$ cat config.mk
export PLATFORM = sky130hd
export DESIGN_NAME = nyb_dma_loader
export DESIGN_NICKNAME = d
export VERILOG_FILES = /design/src/rtl/nyb_dma_pkg.sv /design/src/rtl/nyb_dma_win_dec.sv /design/src/rtl/nyb_dma_seq_cnt.sv /design/src/rtl/nyb_dma_lane.sv /design/src/rtl/nyb_dma_loader.sv
export SDC_FILE = /design/constraint.sdc
export NUM_CORES = 1
export LEC_CHECK = 0
export ABC_AREA = 1
export BUFFER_PORTS_ARGS = -buffer_cell sky130_fd_sc_hd__buf_2
export CAP_MARGIN = 20
export CORE_MARGIN = 2
export CORE_UTILIZATION = 25
export CTS_CLUSTER_SIZE = 8
export DETAILED_ROUTE_END_ITERATION = 6
export PLACE_DENSITY = 0.55
export SLEW_MARGIN = 0
export SYNTH_ARGS = -nofsm -noshare
export SYNTH_HDL_FRONTEND = slang
export SYNTH_SLANG_ARGS = --single-unit
$ cat constraint.sdc
create_clock -name clk_i -period 2.8 [get_ports clk_i]
set_input_delay 0.14 -clock clk_i [delete_from_list [all_inputs] [get_ports clk_i]]
set_output_delay 0.14 -clock clk_i [all_outputs]
set_load 0.02 [all_outputs]
$ cat src/rtl/nyb_dma_pkg.sv
package nyb_dma_pkg;
  localparam int unsigned NYB_W      = 4;
  localparam int unsigned PRESET_BIT = 6;
  localparam int unsigned DIR_BIT    = 7;

  typedef enum logic [1:0] {
    PH_IDLE  = 2'd0,
    PH_CLAMP = 2'd1,
    PH_BOTH  = 2'd2,
    PH_INC   = 2'd3
  } seq_phase_e;
endpackage

$ cat src/rtl/nyb_dma_win_dec.sv
module nyb_dma_win_dec #(
  parameter int unsigned SEL_W  = 2,
  parameter logic [SEL_W-1:0] WIN_SEL = 2'b10,
  parameter int unsigned DATA_W = 8
) (
  input  logic              wr_en_i,
  input  logic [SEL_W-1:0]  addr_sel_i,
  input  logic [DATA_W-1:0] wr_data_i,
  output logic              hit_o,
  output logic              preset_o,
  output logic              shape_o
);
  import nyb_dma_pkg::*;

  logic ctl_clear;

  assign hit_o     = wr_en_i && (addr_sel_i == WIN_SEL);
  assign ctl_clear = !wr_data_i[DIR_BIT] && !wr_data_i[PRESET_BIT];
  assign preset_o  = hit_o && wr_data_i[PRESET_BIT];
  // zero data is a no-op write
  assign shape_o   = hit_o && ctl_clear && (wr_data_i != '0);
endmodule

$ cat src/rtl/nyb_dma_seq_cnt.sv
module nyb_dma_seq_cnt #(
  parameter int unsigned CNT_W      = 4,
  parameter int unsigned CLAMP_LAST = 8,
  parameter int unsigned NYB_W      = 4
) (
  input  logic                   clk_i,
  input  logic                   rst_ni,
  input  logic                   preset_i,
  input  logic                   shape_i,
  output logic                   clamp_en_o,
  output logic                   inc_en_o,
  output logic [NYB_W-1:0]       limit_o,
  output logic [CNT_W-1:0]       cnt_o
);
  import nyb_dma_pkg::*;

  localparam logic [CNT_W-1:0] CNT_LAST = CNT_W'(CLAMP_LAST);
  localparam logic [CNT_W-1:0] CNT_MAX  = {CNT_W{1'b1}};

  logic [CNT_W-1:0] cnt_q, cnt_d, cnt_m1;
  seq_phase_e       phase;

  always_comb begin
    if (cnt_q == '0)           phase = PH_IDLE;
    else if (cnt_q < CNT_LAST) phase = PH_CLAMP;
    else if (cnt_q == CNT_LAST) phase = PH_BOTH;
    else                       phase = PH_INC;
  end

  assign clamp_en_o = shape_i && ((phase == PH_CLAMP) || (phase == PH_BOTH));
  assign inc_en_o   = shape_i && ((phase == PH_BOTH) || (phase == PH_INC));
  assign cnt_m1     = cnt_q - CNT_W'(1);
  assign limit_o    = cnt_m1[NYB_W-1:0];
  assign cnt_o      = cnt_q;

  always_comb begin
    cnt_d = cnt_q;
    if (preset_i)
      cnt_d = CNT_W'(1);
    else if (clamp_en_o && (cnt_q != CNT_MAX))
      cnt_d = cnt_q + CNT_W'(1);
  end

  always_ff @(posedge clk_i or negedge rst_ni) begin
    if (!rst_ni) cnt_q <= '0;
    else         cnt_q <= cnt_d;
  end
endmodule

$ cat src/rtl/nyb_dma_lane.sv
module nyb_dma_lane #(
  parameter int unsigned NYB_W = 4,
  parameter logic [NYB_W-1:0] PRESET_VAL = 4'h7
) (
  input  logic             clk_i,
  input  logic             rst_ni,
  input  logic             preset_i,
  input  logic             clamp_en_i,
  input  logic             inc_en_i,
  input  logic             sel_i,
  input  logic [NYB_W-1:0] limit_i,
  output logic [NYB_W-1:0] nyb_o
);
  logic [NYB_W-1:0] nyb_q, clamped, nyb_d;

  // clamp applies to clear-bit lanes, increment to set-bit lanes
  assign clamped = (clamp_en_i && !sel_i && (nyb_q > limit_i)) ? limit_i : nyb_q;

  always_comb begin
    if (preset_i)              nyb_d = PRESET_VAL;
    else if (inc_en_i && sel_i) nyb_d = clamped + NYB_W'(1);
    else                       nyb_d = clamped;
  end

  always_ff @(posedge clk_i or negedge rst_ni) begin
    if (!rst_ni) nyb_q <= '0;
    else         nyb_q <= nyb_d;
  end

  assign nyb_o = nyb_q;
endmodule

$ cat src/rtl/nyb_dma_loader.sv
module nyb_dma_loader #(
  parameter int unsigned BUS_AW     = 16,
  parameter int unsigned DATA_W     = 8,
  parameter int unsigned ADDR_W     = 24,
  parameter int unsigned CLAMP_LAST = 8,
  parameter logic [3:0]  PRESET_NYB = 4'h7
) (
  input  logic              clk_i,
  input  logic              rst_ni,
  input  logic              wr_en_i,
  input  logic [BUS_AW-1:0] wr_addr_i,
  input  logic [DATA_W-1:0] wr_data_i,
  output logic [ADDR_W-1:0] dma_addr_o,
  output logic              dma_dir_o,
  output logic              dma_armed_o
);
  import nyb_dma_pkg::*;

  localparam int unsigned NYB_N = ADDR_W / NYB_W;
  localparam int unsigned CNT_W = $clog2(CLAMP_LAST + 2);
  localparam int unsigned SEL_W = 2;

  logic             hit_w, preset_w, shape_w;
  logic             clamp_en_w, inc_en_w;
  logic [NYB_W-1:0] limit_w;
  logic [CNT_W-1:0] cnt_w;
  logic             dir_q, armed_q;
  logic             unused_addr_lo;

  assign unused_addr_lo = ^wr_addr_i[BUS_AW-SEL_W-1:0];

  nyb_dma_win_dec #(
    .SEL_W  (SEL_W),
    .WIN_SEL(2'b10),
    .DATA_W (DATA_W)
  ) u_dec (
    .wr_en_i   (wr_en_i),
    .addr_sel_i(wr_addr_i[BUS_AW-1 -: SEL_W]),
    .wr_data_i (wr_data_i),
    .hit_o     (hit_w),
    .preset_o  (preset_w),
    .shape_o   (shape_w)
  );

  nyb_dma_seq_cnt #(
    .CNT_W     (CNT_W),
    .CLAMP_LAST(CLAMP_LAST),
    .NYB_W     (NYB_W)
  ) u_cnt (
    .clk_i     (clk_i),
    .rst_ni    (rst_ni),
    .preset_i  (preset_w),
    .shape_i   (shape_w),
    .clamp_en_o(clamp_en_w),
    .inc_en_o  (inc_en_w),
    .limit_o   (limit_w),
    .cnt_o     (cnt_w)
  );

  for (genvar g = 0; g < NYB_N; g++) begin : g_lane
    nyb_dma_lane #(
      .NYB_W     (NYB_W),
      .PRESET_VAL(PRESET_NYB)
    ) u_lane (
      .clk_i     (clk_i),
      .rst_ni    (rst_ni),
      .preset_i  (preset_w),
      .clamp_en_i(clamp_en_w),
      .inc_en_i  (inc_en_w),
      .sel_i     (wr_data_i[g]),
      .limit_i   (limit_w),
      .nyb_o     (dma_addr_o[g*NYB_W +: NYB_W])
    );
  end

  always_ff @(posedge clk_i or negedge rst_ni) begin
    if (!rst_ni) begin
      dir_q   <= 1'b0;
      armed_q <= 1'b0;
    end else begin
      if (hit_w)    dir_q   <= wr_data_i[DIR_BIT];
      if (preset_w) armed_q <= 1'b1;
    end
  end

  assign dma_dir_o   = dir_q;
  assign dma_armed_o = armed_q;
endmodule

Word-level counts from Yosys, hierarchy flattened
Cells that the tools add are included.
W data, S select, Z words.

storage, ports and cells
  input bits = 27
  output and inout port bits = 26
  logic and storage cells = 92
  flip-flop bits (word level) = 30

operators by class
  equal/unequal tests = 6
  muxes and demuxes = 23
  magnitude comparators = 7
  reductions and logical operators = 39
  add/sub/neg operators = 8

operator list
  operator               count
  $mux W4                20
  $add A4 B1 Y4 const B  7
  $logic_and A1 B1 Y1    26
  $gt A4 B4 Y1           6
  $logic_not A1 Y1       8
  $reduce_bool A8 Y1     1
  $eq A2 B2 Y1 const B   3
  $eq A4 B4 Y1 const B   1
  $logic_not A4 Y1       1
  $lt A4 B4 Y1 const B   1
  $mux W2                2
  $ne A4 B4 Y1 const B   1
  $sub A4 B1 Y4 const B  1
  $eq A2 B1 Y1 const B   1
  $logic_or A1 B1 Y1     2
  $reduce_bool A2 Y1     1
  $mux W1                1

Depth between registers and ports, before layout
  depth in word-level cells = 13
  gate-level depth with buffers = 17
  depth with buffers taken out = 16

Hierarchy
Synthesis repeated with hierarchy kept, for this count alone.

unflattened totals
  cell total of the unflattened synthesis = 420
  area total of the unflattened synthesis = 2,996.6 um^2

by module, submodules not included
  module           cells each  area each (um^2)  instances  seq. area each (um^2)
  nyb_dma_lane     60          426.7             6          100.1
  nyb_dma_seq_cnt  42          315.3             1          100.1
  nyb_dma_loader   7           71.3              1          50.0
  nyb_dma_win_dec  11          50.0              1          0.0

Worst setup path after synthesis
No wires, ideal clock.

  kind = reg2reg
  start = register u_cnt.cnt_q[0] (netlist: u_cnt.cnt_o[0])
  end = register g_lane[1].u_lane.nyb_q[1]
  buffers on the path = 1
  stages on the path, launching flop included = 17
  setup slack = -0.015 ns
  arrival = 2.679 ns
  data required time = 2.665 ns
  setup time = 0.135 ns
  period minus slack after synthesis = 2.815 ns
  cell sequence = dfrtp_1 buf_6 inv_2 ha_1 xnor2_1 ha_1 nand2_1 nand2_1 nand2_1 nand2_1 nand3_2 nand2_1 nand2_1 inv_1 ha_1 a21oi_1 o21ai_0

on the way
  cells in the longest elaborated chain, start to end = 13
  elaborated cells on any way between the ends = 22
  those cells by class = add/sub: 2; order compare: 2; eq/ne: 4; mux: 6; reduce/logical: 8

ends and longest elaborated chain
  element                                                                line                   text
  from (decl)                                                            nyb_dma_seq_cnt.sv:20  logic [CNT_W-1:0] cnt_q, cnt_d, cnt_m1;
  from (signal assigned)                                                 nyb_dma_seq_cnt.sv:46  else cnt_q <= cnt_d;
  parallel branches: the longest is 11 deep, another holds $lt A4 B4 Y1  n/a
  $mux W4 *                                                              nyb_dma_lane.sv:21     else if (inc_en_i && sel_i) nyb_d = clamped + NYB_W'(1);
  $mux W4 *                                                              nyb_dma_lane.sv:20     if (preset_i) nyb_d = PRESET_VAL;
  named net g_lane[1].u_lane.nyb_d[1]                                    nyb_dma_lane.sv:14     logic [NYB_W-1:0] nyb_q, clamped, nyb_d;
  to (signal assigned)                                                   nyb_dma_lane.sv:27     else nyb_q <= nyb_d;
  to (decl)                                                              nyb_dma_lane.sv:14

Mark *: on every way through the listed nets, which the timed path passes.
A chain may end at the register's enable or synchronous reset.

Worst setup path after layout
  start = register u_cnt.cnt_q[0] (netlist: u_cnt.cnt_o[0])
  end = register g_lane[3].u_lane.nyb_q[1]

on the way
  cells in the longest elaborated chain, start to end = 13
  elaborated cells on any way between the ends = 22
  those cells by class = add/sub: 2; order compare: 2; eq/ne: 4; mux: 6; reduce/logical: 8

ends and longest elaborated chain
  element                                                                line
  parallel branches: the longest is 11 deep, another holds $lt A4 B4 Y1  n/a
  $mux W4 *                                                              nyb_dma_lane.sv:21
  $mux W4 *                                                              nyb_dma_lane.sv:20
  named net g_lane[3].u_lane.nyb_d[1]                                    nyb_dma_lane.sv:14
  to (signal assigned)                                                   nyb_dma_lane.sv:27
  to (decl)                                                              nyb_dma_lane.sv:14

Marks and branches as above.

==> impl_metrics.csv <==
group,metric,value,unit
status,status,"complete, no violations",
drt,wl_per_cell,11.8,µm
critical_path,crit_path_end_kind,"register",
layout,post-route-util,29.9,%
critical_path,reg2reg_depth,17,
timing,finalHoldViolCount,0,
logic_synthesis,synth_warnings,0,
logic_synthesis,synth.avg_cell_area,6.98,µm²
timing,report.final.setup_viol,0,
critical_path,r2r_setup_slack,0.24,ns
logic_synthesis,seq_area_frac_synth,27.6,%
critical_path,startpoint_type,"register",
critical_path,regToRegEndpoint,"g_lane[3].u_lane.nyb_o[1]$_DFF_PN0_",
pwr,peakVddDrop,0.199,mV
min_path,hold_depth,3,
floorplanning,core_area,10700,µm²
drt,ant_nets,0,
timing,post-route-min-period,2.56,ns
drt,viasPerCell,4.42,
logic_synthesis,syn-instance-count,390,
drt,drt_iter0_drc,97,
timing,maxSlewViolCount,0,
timing,worst_pin_slew,0.742,ns
layout,finalNetCount,494,
timing,hold_slack,0.126,ns
grt,grt_pass1_vias,2502,
timing,fin_tns_setup,0,ns
cts,cts_tree,"built",
drt,wirelength,6850,µm
logic_synthesis,synth_cell_types,24,
drt,vias,2567,
timing,fin_crit_sh,91.5,%
drt,drc,0,
logic_synthesis,synth_top_cell_area_share,27.6,%
min_path,worstHoldPathType,"in -> reg",
critical_path,critPathRequiredTime,2.94,ns
grt,grt_overflow,0,
floorplanning,io_pins,53,
logic_synthesis,synthFlopType,"dfrtp_1",
pwr,power.density,720,nW/µm²
layout,syn_to_final_growth,17.8,%
cts,clock_latency,0.28,ns
min_path,hold_path_startpoint,"wr_data_i[7]",
floorplanning,initial_core_util,25.3,%
cts,cts_sinks,30,
placement,dp_hpwl,5240,µm
timing,clock_skew,0.00424,ns
logic_synthesis,synth_top_area_cell,"dfrtp_1",
cts,htree_num_levels,2,
placement,gp_congestion,0.795,
logic_synthesis,synth_edf_count,0,
grt,track_usage,12.6,%
timing,rsz0062_at_grt,"false",
logic_synthesis,synth_fp_nets,443,
logic_synthesis,synthTopCellsByArea,"dfrtp_1 (28%), nand2_1 (12%), ha_1 (12%)",
logic_synthesis,synth_most_common_cell,"nand2_1",
pwr,p_leak,1.63,nW
cts,clk_pin_slew_worst_paths,0.07,ns
critical_path,crit_arrival,2.71,ns
logic_synthesis,ys_seq_elements,30,
layout,layout-drive-gt1-share,22.7,%
run,maxCapViolCount,0,
timing,timing.fmax,390,MHz
logic_synthesis,yosys-top-cells-count,"nand2_1 (87), inv_1 (69), nor2_1 (33)",
floorplanning,die_y,108,µm
grt,antenna_found_initial,0,
cts,clockRootBuffer,"clkbuf_8",
timing,max_slew_margin,50.5,%
floorplanning,die-area,11700,µm²
drt,drtPass1Iterations,4,
grt,grt_pass1_wl,11600,µm
critical_path,r2r-start,"u_cnt.cnt_o[0]$_DFFE_PN0P_",
critical_path,criticalPathCategory,"reg -> reg",
logic_synthesis,synthArstFlopShare,100,%
cts,cts_buffer_depth,2,
cts,cts_buffers,5,
min_path,worstHoldEndpoint,"dma_dir_o$_DFFE_PN0N_",
floorplanning,rows,38,
logic_synthesis,netlist_area,2720,µm²
grt,grt_max_degree,31,
critical_path,worstPathMaxFanout,8,
layout,n_antenna_cell,0,
placement,portBuffers,38,
floorplanning,die_x,108,µm
-- what timing repair did --
action	4_1_cts	5_1_grt
setup endpoints to repair	0	5
hold buffers	1	0
gates resized for setup	0	0
setup buffers	0	1
hold endpoints to repair	30	0
-- registers in the layout, summed over array words and instances (netlist names) --
name                 flops
g_lane.u_lane.nyb_o     24
dma_dir_o                1
u_cnt.cnt_o              4
dma_armed_o              1
-- logic make-up (layout without fill, tap and decap cells) --
group / Yosys count / in the layout / share of synthesized area, %
buf+inv: 80 / 131 / 12.2
xor+xnor: 1 / 1 / 0.322
fa+ha+maj: 26 / 26 / 11.9
compound gates: 43 / 43 / 8.36
flops: 30 / 30 / 27.6
simple gates: 210 / 210 / 39.6
-- cell type report --
type / count / area (µm²)
clock buffer: 7 / 76.3
fill: 1189 / 7540
inverter: 75 / 282
multi-input combinational: 280 / 1650
sequential: 30 / 751
tap: 140 / 175
timing repair buffer: 49 / 275
-- worst max path at each step --
stage	startpoint	end	slack [ns]	cells past startpoint
6_report	u_cnt.cnt_o[0]$_DFFE_PN0P_	g_lane[3].u_lane.nyb_o[1]$_DFF_PN0_	0.24	17
5_1_grt	u_cnt.cnt_o[1]$_DFFE_PN0P_	g_lane[0].u_lane.nyb_o[1]$_DFF_PN0_	0.02	16
4_1_cts	u_cnt.cnt_o[1]$_DFFE_PN0P_	g_lane[3].u_lane.nyb_o[1]$_DFF_PN0_	0.18	17
3_5_place_dp	u_cnt.cnt_o[1]$_DFFE_PN0P_	g_lane[3].u_lane.nyb_o[1]$_DFF_PN0_	0.20	17
3_3_place_gp	u_cnt.cnt_o[1]$_DFFE_PN0P_	g_lane[5].u_lane.nyb_o[1]$_DFF_PN0_	0.26	16
2_1_floorplan	u_cnt.cnt_o[0]$_DFFE_PN0P_	g_lane[1].u_lane.nyb_o[1]$_DFF_PN0_	0.21	16
-- where the power goes --
part	switching [W]	total (W)	internal [W]
sequential	0.0000506	0.000545	0.000494
combinational	0.000938	0.00143	0.000492
clock	0.000164	0.000335	0.000171
total	0.00115	0.00231	0.00116
-- worst max-delay path, stage by stage, from the launching register on --
cell and delay [ns]:
dfrtp_1 0.36, inv_2 0.04, ha_1 0.30, buf_4 0.19, ha_1 0.30, nand2_1 0.07, nand2_1 0.05, nand2_1 0.06
nand2_1 0.05, nand2_1 0.06, nand2_1 0.13, nand3_2 0.11, nand2_1 0.05, nand2_1 0.10, inv_1 0.07, ha_1 0.27
a21oi_1 0.13, o21ai_0 0.10
-- cells in the final DEF (no fill, tap or decap), drive strengths merged --
cell and count:
buf 48, xnor2 1, a21boi 5, nor2 55, dfrtp 30, inv 75, or2 1, nand3b 6
nand2 96, clkbuf 7, a21oi 20, o21ai 18, nand3 35, nand4 17, ha 26, dlygate4sd3 1
-- routing by layer --
layer | share of wire, % | wire length [µm] | GRT usage (%) | vias to the layer above
met5 | 0 | 0 | 0 | -
met4 | 1.4 | 95 | 3.48 | 0
met3 | 5.1 | 352 | 2.71 | 10
met2 | 49 | 3370 | 22.2 | 47
met1 | 44 | 3040 | 15.3 | 1157
li1 | - | - | - | 1353
-- metrics by stage --
| stage | area (µm²) | power (W) | std cells | worst slack [ns] |
|---|---|---|---|---|
| final | 3210 | 0.00231 | 581 | 0.239 |
| after global routing | 3210 | 0.00258 | 581 | 0.0190 |
| after CTS | 3200 | 0.00234 | 580 | 0.180 |
| after detailed placement | 3110 | 0.00198 | 572 | 0.203 |
| after global placement | 3110 | 0.00192 | 572 | 0.258 |
| after floorplan | 2730 | 0.00162 | 390 | 0.215 |
No activity file was read; power rests on OpenSTA's default activity.
